===== src/rtl/gw_sched_pkg.sv =====
package gw_sched_pkg;

    // Default geometry: an 8x8 mesh, four cores per gateway.
    localparam int DEF_ROW    = 8;
    localparam int DEF_NCORE  = 4;
    localparam int DEF_TX_LEN = 4;
    localparam int DEF_NODE   = 5;
    localparam int DEF_RX_BUF = 2;

    // Slots in a frame when two transfers share every row and column.
    function automatic int frame_slots(input int row);
        return (row - 1) * (row / 2);
    endfunction

    // Worst-case dimension-change backlog over one frame.
    function automatic int hop_capacity(input int row);
        return 2 * (row - 1);
    endfunction

    // Width helper that never returns zero.
    function automatic int width_of(input int n);
        return (n > 1) ? $clog2(n) : 1;
    endfunction

    typedef enum logic [0:0] {
        FROM_LOCAL = 1'b0,
        FROM_NET   = 1'b1
    } dlv_src_e;

endpackage


===== src/rtl/gw_slot_lut.sv =====
module gw_slot_lut #(
    parameter int DEST_W  = 6,
    parameter int SLOT_W  = 5,
    parameter int NSLOT   = 28,
    parameter int NODE_ID = 5
) (
    input  logic [DEST_W-1:0] dest,
    output logic [SLOT_W-1:0] slot
);
    // Static schedule: this gateway talks to node d in slot (d + id) mod NSLOT.
    always_comb begin
        int s;
        s    = (int'(dest) + NODE_ID) % NSLOT;
        slot = SLOT_W'(s);
    end
endmodule


===== src/rtl/gw_hop_store.sv =====
module gw_hop_store #(
    parameter int DEPTH  = 14,
    parameter int DEST_W = 6,
    parameter int IDX_W  = 4
) (
    input  logic                         clk,
    input  logic                         rst,
    input  logic                         in_valid,
    input  logic [DEST_W-1:0]            in_dest,
    output logic                         in_ready,
    input  logic                         clr_en,
    input  logic [IDX_W-1:0]             clr_idx,
    output logic [DEPTH-1:0]             ent_valid,
    output logic [DEPTH-1:0][DEST_W-1:0] ent_dest
);
    logic [IDX_W-1:0] free_idx;
    logic             any_free;

    always_comb begin
        any_free = 1'b0;
        free_idx = '0;
        for (int i = DEPTH - 1; i >= 0; i--) begin
            if (!ent_valid[i]) begin
                any_free = 1'b1;
                free_idx = IDX_W'(i);
            end
        end
    end

    assign in_ready = any_free;

    always_ff @(posedge clk) begin
        if (rst) begin
            ent_valid <= '0;
        end else begin
            if (clr_en) ent_valid[clr_idx] <= 1'b0;
            if (in_valid && any_free) ent_valid[free_idx] <= 1'b1;
        end
    end

    always_ff @(posedge clk) begin
        if (in_valid && any_free) ent_dest[free_idx] <= in_dest;
    end


    hop_full_holds_chk: assert property (@(posedge clk) disable iff (rst)
        (!in_ready && !clr_en) |=> !in_ready);


    hop_clear_live_chk: assert property (@(posedge clk) disable iff (rst)
        clr_en |-> ent_valid[clr_idx]);
endmodule


===== src/rtl/gw_tx_arb.sv =====
module gw_tx_arb #(
    parameter int NSRC   = 5,
    parameter int SEL_W  = 3,
    parameter int DEST_W = 6,
    parameter int AUX_W  = 4,
    parameter int TX_LEN = 4
) (
    input  logic                        clk,
    input  logic                        rst,
    input  logic                        slot_tick,
    input  logic [NSRC-1:0]             match,
    input  logic [NSRC-1:0][DEST_W-1:0] src_dest,
    input  logic [NSRC-1:0][AUX_W-1:0]  src_aux,
    output logic                        tx_active,
    output logic [NSRC-1:0]             tx_grant,
    output logic [SEL_W-1:0]            tx_sel,
    output logic [DEST_W-1:0]           tx_dest,
    output logic [AUX_W-1:0]            tx_aux,
    output logic                        release_now
);
    localparam int CNT_W = gw_sched_pkg::width_of(TX_LEN);

    logic             busy;
    logic [CNT_W-1:0] cnt;
    logic [SEL_W-1:0] ptr;
    logic [SEL_W-1:0] win;
    logic             found;
    logic             start;

    // Rotating search starting at ptr.
    always_comb begin
        int idx;
        found = 1'b0;
        win   = '0;
        for (int k = 0; k < NSRC; k++) begin
            idx = (int'(ptr) + k) % NSRC;
            if (!found && match[idx]) begin
                found = 1'b1;
                win   = SEL_W'(idx);
            end
        end
    end

    assign start       = slot_tick && !busy && found;
    assign release_now = busy && (cnt == CNT_W'(TX_LEN - 1));

    always_ff @(posedge clk) begin
        if (rst) begin
            busy    <= 1'b0;
            cnt     <= '0;
            ptr     <= '0;
            tx_sel  <= '0;
            tx_dest <= '0;
            tx_aux  <= '0;
        end else if (start) begin
            busy    <= 1'b1;
            cnt     <= '0;
            tx_sel  <= win;
            tx_dest <= src_dest[win];
            tx_aux  <= src_aux[win];
            ptr     <= (int'(win) == NSRC - 1) ? '0 : win + SEL_W'(1);
        end else if (busy) begin
            if (release_now) busy <= 1'b0;
            else             cnt  <= cnt + CNT_W'(1);
        end
    end

    assign tx_active = busy;

    always_comb begin
        for (int i = 0; i < NSRC; i++) begin
            tx_grant[i] = busy && (tx_sel == SEL_W'(i));
        end
    end


    grant_on_tick_chk: assert property (@(posedge clk) disable iff (rst)
        $rose(busy) |-> $past(slot_tick));


    grant_needs_match_chk: assert property (@(posedge clk) disable iff (rst)
        $rose(busy) |-> $past(match) != '0);


    window_stable_chk: assert property (@(posedge clk) disable iff (rst)
        (busy && $past(busy) && !$rose(busy)) |-> ($stable(tx_sel) && $stable(tx_dest)));


    tick_in_window_chk: assert property (@(posedge clk) disable iff (rst)
        (slot_tick && busy) |=> $stable(tx_sel));

    generate
        if (TX_LEN > 1) begin : g_multi

            window_min_len_chk: assert property (@(posedge clk) disable iff (rst)
                $rose(busy) |=> busy);
        end
    endgenerate
endmodule


===== src/rtl/gw_rx_deliver.sv =====
module gw_rx_deliver #(
    parameter int DEPTH  = 2,
    parameter int CORE_W = 2
) (
    input  logic              clk,
    input  logic              rst,
    input  logic              rx_in_valid,
    input  logic [CORE_W-1:0] rx_in_core,
    output logic              rx_in_ready,
    input  logic              loc_valid,
    input  logic [CORE_W-1:0] loc_core,
    output logic              loc_ready,
    input  logic              dlv_ready,
    output logic              dlv_valid,
    output logic [CORE_W-1:0] dlv_core,
    output gw_sched_pkg::dlv_src_e dlv_src
);
    import gw_sched_pkg::*;

    localparam int PTR_W = width_of(DEPTH);
    localparam int CNT_W = $clog2(DEPTH + 1);

    logic [DEPTH-1:0][CORE_W-1:0] mem;
    logic [PTR_W-1:0]             wp, rp;
    logic [CNT_W-1:0]             cnt;
    logic                         push, pop, held;

    assign held        = (cnt != '0);
    assign rx_in_ready = (cnt != CNT_W'(DEPTH));
    assign push        = rx_in_valid && rx_in_ready;
    assign pop         = held && dlv_ready;
    assign loc_ready   = !held && dlv_ready;

    assign dlv_valid = held || loc_valid;
    assign dlv_core  = held ? mem[rp] : loc_core;
    assign dlv_src   = held ? FROM_NET : FROM_LOCAL;

    always_ff @(posedge clk) begin
        if (rst) begin
            wp  <= '0;
            rp  <= '0;
            cnt <= '0;
        end else begin
            if (push) wp <= (int'(wp) == DEPTH - 1) ? '0 : wp + PTR_W'(1);
            if (pop)  rp <= (int'(rp) == DEPTH - 1) ? '0 : rp + PTR_W'(1);
            if (push && !pop)      cnt <= cnt + CNT_W'(1);
            else if (pop && !push) cnt <= cnt - CNT_W'(1);
        end
    end

    always_ff @(posedge clk) begin
        if (push) mem[wp] <= rx_in_core;
    end


    rx_head_hold_chk: assert property (@(posedge clk) disable iff (rst)
        (held && !dlv_ready) |=> (dlv_src == FROM_NET && $stable(dlv_core)));


    rx_full_drop_chk: assert property (@(posedge clk) disable iff (rst)
        (!rx_in_ready && !pop) |=> !rx_in_ready);


    rx_before_local_chk: assert property (@(posedge clk) disable iff (rst)
        held |-> (!loc_ready && dlv_src == FROM_NET));
endmodule


===== src/rtl/gw_tx_sched.sv =====
module gw_tx_sched
    import gw_sched_pkg::*;
#(
    parameter int NCORE    = DEF_NCORE,
    parameter int ROW      = DEF_ROW,
    parameter int NODE_ID  = DEF_NODE,
    parameter int TX_LEN   = DEF_TX_LEN,
    parameter int RX_DEPTH = DEF_RX_BUF,
    localparam int NNODE     = ROW * ROW,
    localparam int DEST_W    = width_of(NNODE),
    localparam int NSLOT     = frame_slots(ROW),
    localparam int SLOT_W    = width_of(NSLOT),
    localparam int HOP_DEPTH = hop_capacity(ROW),
    localparam int HOP_IW    = width_of(HOP_DEPTH),
    localparam int NSRC      = NCORE + 1,
    localparam int SEL_W     = width_of(NSRC),
    localparam int CORE_W    = width_of(NCORE)
) (
    input  logic                     clk,
    input  logic                     rst,
    input  logic                     slot_tick,
    input  logic [SLOT_W-1:0]        slot_idx,
    input  logic [NCORE-1:0]         core_req_valid,
    input  logic [NCORE*DEST_W-1:0]  core_req_dest,
    output logic [NCORE-1:0]         core_req_ready,
    input  logic                     hop_in_valid,
    input  logic [DEST_W-1:0]        hop_in_dest,
    output logic                     hop_in_ready,
    output logic                     hop_pending,
    output logic                     tx_active,
    output logic [NSRC-1:0]          tx_grant,
    output logic [SEL_W-1:0]         tx_sel,
    output logic [DEST_W-1:0]        tx_dest,
    input  logic                     rx_in_valid,
    input  logic [CORE_W-1:0]        rx_in_core,
    output logic                     rx_in_ready,
    input  logic                     loc_valid,
    input  logic [CORE_W-1:0]        loc_core,
    output logic                     loc_ready,
    input  logic                     dlv_ready,
    output logic                     dlv_valid,
    output logic [CORE_W-1:0]        dlv_core,
    output logic                     dlv_from_net
);
    // Per-core single pending request.
    logic [NCORE-1:0]             pend;
    logic [NCORE-1:0][DEST_W-1:0] pend_dest;
    logic [NCORE-1:0][SLOT_W-1:0] core_slot;

    // Hop store view.
    logic [HOP_DEPTH-1:0]             hop_valid;
    logic [HOP_DEPTH-1:0][DEST_W-1:0] hop_dest;
    logic [HOP_DEPTH-1:0][SLOT_W-1:0] hop_slot;
    logic                             hop_hit;
    logic [HOP_IW-1:0]                hop_pick;

    // Arbiter view.
    logic [NSRC-1:0]             match;
    logic [NSRC-1:0][DEST_W-1:0] src_dest;
    logic [NSRC-1:0][HOP_IW-1:0] src_aux;
    logic [HOP_IW-1:0]           tx_aux;
    logic                        release_now;
    logic                        hop_clr;
    dlv_src_e                    dlv_src;

    generate
        for (genvar c = 0; c < NCORE; c++) begin : g_core
            gw_slot_lut #(
                .DEST_W (DEST_W),
                .SLOT_W (SLOT_W),
                .NSLOT  (NSLOT),
                .NODE_ID(NODE_ID)
            ) u_lut (
                .dest(pend_dest[c]),
                .slot(core_slot[c])
            );

            always_ff @(posedge clk) begin
                if (rst) begin
                    pend[c] <= 1'b0;
                end else if (core_req_valid[c] && !pend[c]) begin
                    pend[c] <= 1'b1;
                end else if (release_now && tx_sel == SEL_W'(c)) begin
                    pend[c] <= 1'b0;
                end
            end

            always_ff @(posedge clk) begin
                if (core_req_valid[c] && !pend[c])
                    pend_dest[c] <= core_req_dest[c*DEST_W +: DEST_W];
            end

            assign core_req_ready[c] = !pend[c];
            assign match[c]          = pend[c] && (core_slot[c] == slot_idx);
            assign src_dest[c]       = pend_dest[c];
            assign src_aux[c]        = '0;


            core_hold_chk: assert property (@(posedge clk) disable iff (rst)
                (pend[c] && !(release_now && tx_sel == SEL_W'(c))) |=> pend[c]);
        end

        for (genvar h = 0; h < HOP_DEPTH; h++) begin : g_hop
            gw_slot_lut #(
                .DEST_W (DEST_W),
                .SLOT_W (SLOT_W),
                .NSLOT  (NSLOT),
                .NODE_ID(NODE_ID)
            ) u_lut (
                .dest(hop_dest[h]),
                .slot(hop_slot[h])
            );
        end
    endgenerate

    // Lowest-numbered hop entry that fits the starting slot.
    always_comb begin
        hop_hit  = 1'b0;
        hop_pick = '0;
        for (int i = HOP_DEPTH - 1; i >= 0; i--) begin
            if (hop_valid[i] && hop_slot[i] == slot_idx) begin
                hop_hit  = 1'b1;
                hop_pick = HOP_IW'(i);
            end
        end
    end

    assign match[NCORE]    = hop_hit;
    assign src_dest[NCORE] = hop_dest[hop_pick];
    assign src_aux[NCORE]  = hop_pick;
    assign hop_clr         = release_now && (tx_sel == SEL_W'(NCORE));
    assign hop_pending     = |hop_valid;

    gw_hop_store #(
        .DEPTH (HOP_DEPTH),
        .DEST_W(DEST_W),
        .IDX_W (HOP_IW)
    ) u_hop (
        .clk      (clk),
        .rst      (rst),
        .in_valid (hop_in_valid),
        .in_dest  (hop_in_dest),
        .in_ready (hop_in_ready),
        .clr_en   (hop_clr),
        .clr_idx  (tx_aux),
        .ent_valid(hop_valid),
        .ent_dest (hop_dest)
    );

    gw_tx_arb #(
        .NSRC  (NSRC),
        .SEL_W (SEL_W),
        .DEST_W(DEST_W),
        .AUX_W (HOP_IW),
        .TX_LEN(TX_LEN)
    ) u_arb (
        .clk        (clk),
        .rst        (rst),
        .slot_tick  (slot_tick),
        .match      (match),
        .src_dest   (src_dest),
        .src_aux    (src_aux),
        .tx_active  (tx_active),
        .tx_grant   (tx_grant),
        .tx_sel     (tx_sel),
        .tx_dest    (tx_dest),
        .tx_aux     (tx_aux),
        .release_now(release_now)
    );

    gw_rx_deliver #(
        .DEPTH (RX_DEPTH),
        .CORE_W(CORE_W)
    ) u_rx (
        .clk        (clk),
        .rst        (rst),
        .rx_in_valid(rx_in_valid),
        .rx_in_core (rx_in_core),
        .rx_in_ready(rx_in_ready),
        .loc_valid  (loc_valid),
        .loc_core   (loc_core),
        .loc_ready  (loc_ready),
        .dlv_ready  (dlv_ready),
        .dlv_valid  (dlv_valid),
        .dlv_core   (dlv_core),
        .dlv_src    (dlv_src)
    );

    assign dlv_from_net = (dlv_src == FROM_NET);
endmodule


===== config.mk =====
export PLATFORM = sky130hd
export DESIGN_NAME = gw_tx_sched
export DESIGN_NICKNAME = d
export VERILOG_FILES = /design/src/rtl/gw_sched_pkg.sv /design/src/rtl/gw_slot_lut.sv /design/src/rtl/gw_hop_store.sv /design/src/rtl/gw_tx_arb.sv /design/src/rtl/gw_rx_deliver.sv /design/src/rtl/gw_tx_sched.sv
export SDC_FILE = /design/constraint.sdc
export NUM_CORES = 1
export LEC_CHECK = 0
export BUFFER_PORTS_ARGS = -buffer_cell sky130_fd_sc_hd__buf_2
export CAP_MARGIN = 10
export CORE_UTILIZATION = 50
export DETAILED_ROUTE_END_ITERATION = 10
export PLACE_DENSITY = 0.73
export SETUP_SLACK_MARGIN = 0.05
export SLEW_MARGIN = 0
export SYNTH_ARGS = -nofsm -noshare
export SYNTH_HDL_FRONTEND = slang
export SYNTH_HIERARCHICAL = 1
export SYNTH_SLANG_ARGS = --single-unit

===== constraint.sdc =====
create_clock -name clk -period 6.1 [get_ports clk]
set_input_delay 0.305 -clock clk [delete_from_list [all_inputs] [get_ports clk]]
set_output_delay 0.305 -clock clk [all_outputs]
set_load 0.01 [all_outputs]

==> reports/metrics.yaml, run 1 <==
cts_num_sinks: 153
dr.pass1.iters: 7
comb_power_share_pct: 42.8
num_rows: 64
seq_area_frac_synth_pct: 27.1
htree_levels: 4
synthTopCellsByArea: "edfxtp_1 (22%), ha_1 (6.3%), dfxtp_1 (5.3%)"
slowest_stage: "or4_4"
syn_area_sq_um: 15500
finish.utilization_pct: 58.0
rsz0062_at_grt: "yes"
cpMostUsedCell: "buf_4"
grt_pass1_wl_um: 62600
n_antenna_cell: 0
synth_edf_count: 112
overflow: 0
drt_iter0_drc: 975
numPortBuffers: 76
worst_pin_slew_ns: 0.953
clockBufferDepth: 2
grt_pass1_vias: 12100
drt-total-wl_um: 41100
p_leak_nw: 6.63
p_int_mw: 2.57
reg2reg_from: "u_hop/ent_dest[13]"
r2r_slack_ns: 0.15
routabilityCongestion: 0.959
ys_ff_latch: 153
area_growth_pct: 14.5
crit_type: "flip-flop to flip-flop"
start_kind: "flip-flop"
fin_nets: 1986
finalPower_mw: 4.14
setup_tns_ns: 0
place_hpwl_um: 28800
slowest_delay_ns: 0.56
hold_viol_final: 0
period_share_pct: 97.5
ff2ff_path_depth: 26
path_max_fanout: 8
max_cap_viol_count: 0
power_switching_mw: 1.57
coreArea_sq_um: 30500
start_util_pct: 50.7
via_per_inst: 6.12
whs_endpoint: "pend_dest[21]"
arrival_ns: 6.27
ir_worst_vdd_mv: 0.250
synth_top_area_share_pct: 21.7
chipHeight_um: 178
synth_area_leader_cell: "edfxtp_1"
path_clk_slew_ns: 0.07
period_minus_slack_ns: 5.95
critPathCaptureType: "flip-flop"
timing.fmax_mhz: 168
setup_viol: 0
hold_slack_ns: 0.0374
syn_inst: 1746
synthArstFlopShare_pct: 0
critPathBufInv: 3
drc_errors: 0
ys_types: 101
clockRootBuffer: "clkbuf_16"
cts-hold-fix-buffers: 0
whs_path_depth: 1
slew_headroom_pct: 36.0
synth_area_per_cell_sq_um: 8.86
cts_inserted_buffers: 17
status: "complete, no violations"
rr_endpoint: "u_arb/tx_dest[3]"
power_density_nw_per_um2: 234
grt_usage_pct: 24.9
clock_skew_ns: 0.00805
yosysWarnings: 6
dr_total_vias: 13900
cts_tree: "done"
swShare_pct: 38.0
slew_violations: 0
wl_per_cell_um: 18.2
p_seq_share_pct: 30.8
fp.dieW_um: 178
hold_path.class: "input pin to flip-flop"
clk_latency_ns: 0.44
io_pins: 77
power_frac_clock_pct: 26.4
cp_top_family: "compound AO/OA/AOI/OAI gates"
holdCritStartpoint: "core_req_dest[21]"
grt_max_degree: 45
layout.cells.non_filler: 2267
layout-drive-gt1-share_pct: 21.4
worstPathRequired_ns: 6.42
antenna_found_initial: 1
synthFlopType: "edfxtp_1"
die_area_sq_um: 31600
dpl.cell_count: 2183
ant_nets: 0
placed cells by master, fill, tap and decap left out, types with 45 or more instances in the layout:
cell	n
buf_2	76
nand2b_1	45
o21ai_0	47
nor2_1	131
inv_1	46
mux2i_1	67
o21ai_1	51
edfxtp_1	112
a21oi_1	50
ha_1	56
buf_4	129
xor2_1	87
xnor2_1	67
nand2_1	134
Yosys cell counts (8+ instances only):
cell and instances:
a311o_1 19, mux2_1 10, dfxtp_1 41, o21ai_1 55, nor2_1 138, o21a_1 39, a221oi_1 13, mux2i_1 67
nor4_1 16, a21oi_2 36, nand4_1 16, edfxtp_1 112, nor2b_1 16, a21boi_0 39, ha_1 78, nor3_1 39
a31oi_1 24, a311oi_1 11, clkbuf_1 65, nand3b_1 40, nand2_1 134, xor2_1 88, o32a_1 20, buf_6 31
buf_4 8, o211ai_1 25, nor4b_1 20, buf_1 21, and3_1 32, o22ai_1 11, xnor2_1 67, mux2_2 8
nand3_1 35, and2_1 12, nand2b_1 45, a21oi_1 50, mux2_4 19, o21ai_0 47, nand4b_1 20, inv_1 46
a2111o_1 18
worst max-delay path by stage:
stage,from,end,slack [ns],cells past startpoint
finish,u_hop/ent_dest[13],u_arb/tx_dest[3],0.15,26
CTS,u_hop/ent_dest[13],u_arb/tx_dest[2],0.07,26
floorplan,u_hop/ent_dest[18],u_arb/tx_dest[5],0.05,26
global route,u_hop/ent_dest[19],u_arb/tx_dest[2],-0.04,25
global placement,u_hop/ent_dest[19],u_arb/tx_dest[0],0.06,24
detailed placement,u_hop/ent_dest[13],u_arb/tx_dest[1],-0.11,25
routing by layer:
metal	vias to the layer above	routed length (um)	global-route usage [%]
li1	6703	-	-
met1	6655	18200	34.1
met2	443	19500	40.3
met3	73	2470	3.43
met4	2	925	7.83
met5	-	10	0
stage by stage:
step / instance area [sq um] / setup slack, ns
floorplan: 15600 / 0.0513
global placement: 16300 / 0.0573
detailed placement: 16300 / -0.110
CTS: 16900 / 0.0702
global route: 17700 / -0.0373
finish: 17700 / 0.150
kinds of logic after synthesis:
kind of cell	share of synthesized area, %
compound gates	23.2
xor+xnor	8.88
fa+ha+maj	6.31
buf+inv	6.11
flops	27.1
mux	7.78
other cells	0.0242
simple gates	20.6
registers in the layout (all words and copies together), names as in the netlist, 2 cells and up:
| signal | count |
|---|---|
| pend_dest | 24 |
| pend | 4 |
| u_arb/tx_aux | 4 |
| u_hop/ent_valid | 14 |
| u_arb/tx_sel | 3 |
| u_rx/cnt | 2 |
| u_arb/cnt | 2 |
| u_rx/mem | 4 |
| u_hop/ent_dest | 84 |
| u_arb/ptr | 3 |
| u_arb/tx_dest | 6 |
repair_timing:
item                                    CTS  global route
endpoints found under the setup margin    7            19
pin swaps                                 2            20
gates resized for setup                   7            83
setup buffers                             1            51
power groups by stage:
stage	Sequential [mW]	Clock, mW	Combinational [mW]
floorplan	1.27	0	1.29
global placement	1.29	0	1.60
detailed placement	1.30	0	1.65
CTS	1.27	1.11	1.68
global route	1.28	1.15	1.95
finish	1.28	1.09	1.78
cell type report:
class | instances | area [sq um]
Clock buffer | 17 | 425
Sequential cell | 153 | 4180
Timing Repair Buffer | 208 | 1390
Fill cell | 2536 | 12800
Inverter | 50 | 188
Multi-Input combinational cell | 1428 | 10800
Clock inverter | 15 | 178
Tap cell | 396 | 495
Power figures use the tool's default switching activity.
==> inputs of run 2 (changes only) <==
--- a/config.mk
+++ b/config.mk
@@ -7,6 +7,7 @@
 export LEC_CHECK = 0
 export BUFFER_PORTS_ARGS = -buffer_cell sky130_fd_sc_hd__buf_2
 export CAP_MARGIN = 10
+export CORE_ASPECT_RATIO = 0.75
 export CORE_UTILIZATION = 50
 export DETAILED_ROUTE_END_ITERATION = 10
 export PLACE_DENSITY = 0.73
==> run 2 against run 1 <==
Final cell count grew 0.49%. Combinational power grew 3%. Sequential power is essentially flat. Via count grew 2.4%. Critical path depth grew 1. First-iteration DRC count grew 65%. Maximum frequency grew 0.24%. Non-clock buffer count grew 8. Clock power is essentially flat. Routed wire length grew 6.4%.
==> reports/metrics.yaml, run 2 (synthesis gave the netlist of run 1 again) <==
rsz0062_at_grt: "yes"
place_hpwl_um: 30700
worst_pin_slew_ns: 0.948
coreArea_sq_um: 30300
htree_levels: 4
slew_headroom_pct: 36.3
ir_worst_vdd_mv: 0.169
clockRootBuffer: "clkbuf_16"
ant_nets: 0
comb_power_share_pct: 43.8
drt_iter0_drc: 1604
final_cell_mix: "nand2_1 (134), nor2_1 (132), buf_4 (132)"
dr.pass1.iters: 6
multi_input_area_sq_um: 10900
timing.final.ws_setup_ns: 0.164
clk_latency_ns: 0.44
cts-hold-fix-buffers: 0
path_clk_slew_ns: 0.06
dr_total_vias: 14200
status: "complete, no violations"
start_util_pct: 51.1
cts_num_sinks: 153
p_int_mw: 2.57
post-place-ws_ns: -0.113
drt-total-wl_um: 43800
power_switching_mw: 1.60
layout-drive-gt1-share_pct: 22.0
numPortBuffers: 76
path_max_fanout: 8
crit_type: "flip-flop to flip-flop"
layout.cells.non_filler: 2278
cts_tree: "done"
finalPower_mw: 4.17
n_antenna_cell: 0
area_growth_pct: 15.1
reg_top3: "u_hop/ent_dest x84, pend_dest x24, u_hop/ent_valid x14"
fin_nets: 1994
antenna_found_initial: 0
clock_skew_ns: 0.0116
setup_viol: 0
grt_usage_pct: 26.4
period_minus_slack_ns: 5.94
slew_violations: 0
cts_inserted_buffers: 17
p_leak_nw: 6.68
chipHeight_um: 154
die_area_sq_um: 31600
arrival_ns: 6.21
largest_reg_flops: 84
seq_area_sq_um: 4180
fp.dieW_um: 205
p_seq_share_pct: 30.5
hold_path.class: "input pin to flip-flop"
wl_per_cell_um: 19.2
hold_viol_final: 0
routabilityCongestion: 0.977
overflow: 0
max_cap_viol_count: 0
via_per_inst: 6.24
grt_pass1_wl_um: 66700
hold_slack_ns: 0.0465
grt_max_degree: 45
clockBufferDepth: 2
nFillCells: 2567
io_pins: 77
drc_errors: 0
final_common_cell: "nand2_1"
power_density_nw_per_um2: 234
grt_pass1_vias: 12600
power_frac_clock_pct: 25.6
swShare_pct: 38.3
period_share_pct: 97.3
num_rows: 55
worstPathRequired_ns: 6.38
critPathCaptureType: "flip-flop"
top_register: "u_hop/ent_dest"
start_kind: "flip-flop"
timing.fmax_mhz: 168
dpl.cell_count: 2204
==> run 2: cell types whose count changed in the layout (fill, tap and decap cells not counted), sizes merged <==
cell,delta
buf,+7
clkinv,+4
clkbuf,+3
inv,-6
==> run 2: layout make-up <==
| cell class | instances | area share, % |
|---|---|---|
| inverter | 50 | 1.05 |
| clock buffer | 19 | 2.43 |
| timing repair buffer | 216 | 8.38 |
| sequential | 153 | 23.5 |
| tap | 399 | 2.80 |
| multi-input combinational | 1428 | 61.0 |
| clock inverter | 13 | 0.808 |
==> run 2: power by group through the flow <==
| stage | Sequential [mW] | Combinational [mW] | Clock (mW) |
|---|---|---|---|
| 4_1_cts | 1.27 | 1.72 | 1.08 |
| 2_1_floorplan | 1.27 | 1.29 | 0 |
| 3_3_place_gp | 1.29 | 1.65 | 0 |
| 3_5_place_dp | 1.29 | 1.69 | 0 |
| 5_1_grt | 1.28 | 1.99 | 1.12 |
| 6_report | 1.27 | 1.83 | 1.07 |
==> run 2: what timing repair did <==
action	CTS	global route
setup endpoints to repair	6	19
resized for setup	11	87
pin swaps	0	30
gates cloned	0	1
buffers inserted	2	39
endpoints found under the hold margin	0	0
==> run 2: path summary, 6_finish.rpt <==
check,start,endpoint,slack [ns],cells past startpoint
min reg2reg,u_arb/tx_dest[0],u_arb/tx_dest[0],0.52,2
max,u_hop/ent_dest[36],u_arb/tx_dest[5],0.16,27
min,core_req_dest[22],pend_dest[22],0.05,1
max reg2reg,u_hop/ent_dest[36],u_arb/tx_dest[5],0.16,27
==> run 2: critical path: stages (launching register included) <==
cell and delay (ns):
edfxtp_1 0.45, buf_4 0.18, a21oi_4 0.25, buf_4 0.16, nand3_1 0.07, o21a_1 0.13
o21ai_1 0.19, ha_1 0.22, buf_4 0.15, nor4b_1 0.30, a2111o_1 0.22, mux2_4 0.32
xor2_1 0.14, nor4_1 0.07, and3_1 0.20, or4_4 0.44, nor2_4 0.15, nand3_4 0.11
nand3_2 0.10, nor4_1 0.05, a41o_1 0.29, o32a_1 0.38, a2111oi_4 0.33, o22ai_4 0.13
buf_6 0.16, mux2_4 0.30, o211ai_1 0.17, a21oi_1 0.08
==> run 2: metal layers <==
metal | GRT usage, % | up-vias | share of wire, %
met1 | 39.6 | 6884 | 46
met2 | 39.0 | 537 | 44
met4 | 6.14 | 0 | 1.7
met3 | 4.68 | 61 | 8.6
met5 | 0 | - | 0
li1 | - | 6727 | -
==> run 2: stage by stage <==
stage | utilization, % | area [sq um] | setup TNS [ns]
6_report | 58.8 | 17800 | 0
5_1_grt | 58.8 | 17800 | -0.271
4_1_cts | 56.5 | 17100 | 0
3_5_place_dp | 54.3 | 16400 | -0.466
3_3_place_gp | 54.3 | 16400 | 0
2_1_floorplan | - | 15600 | 0
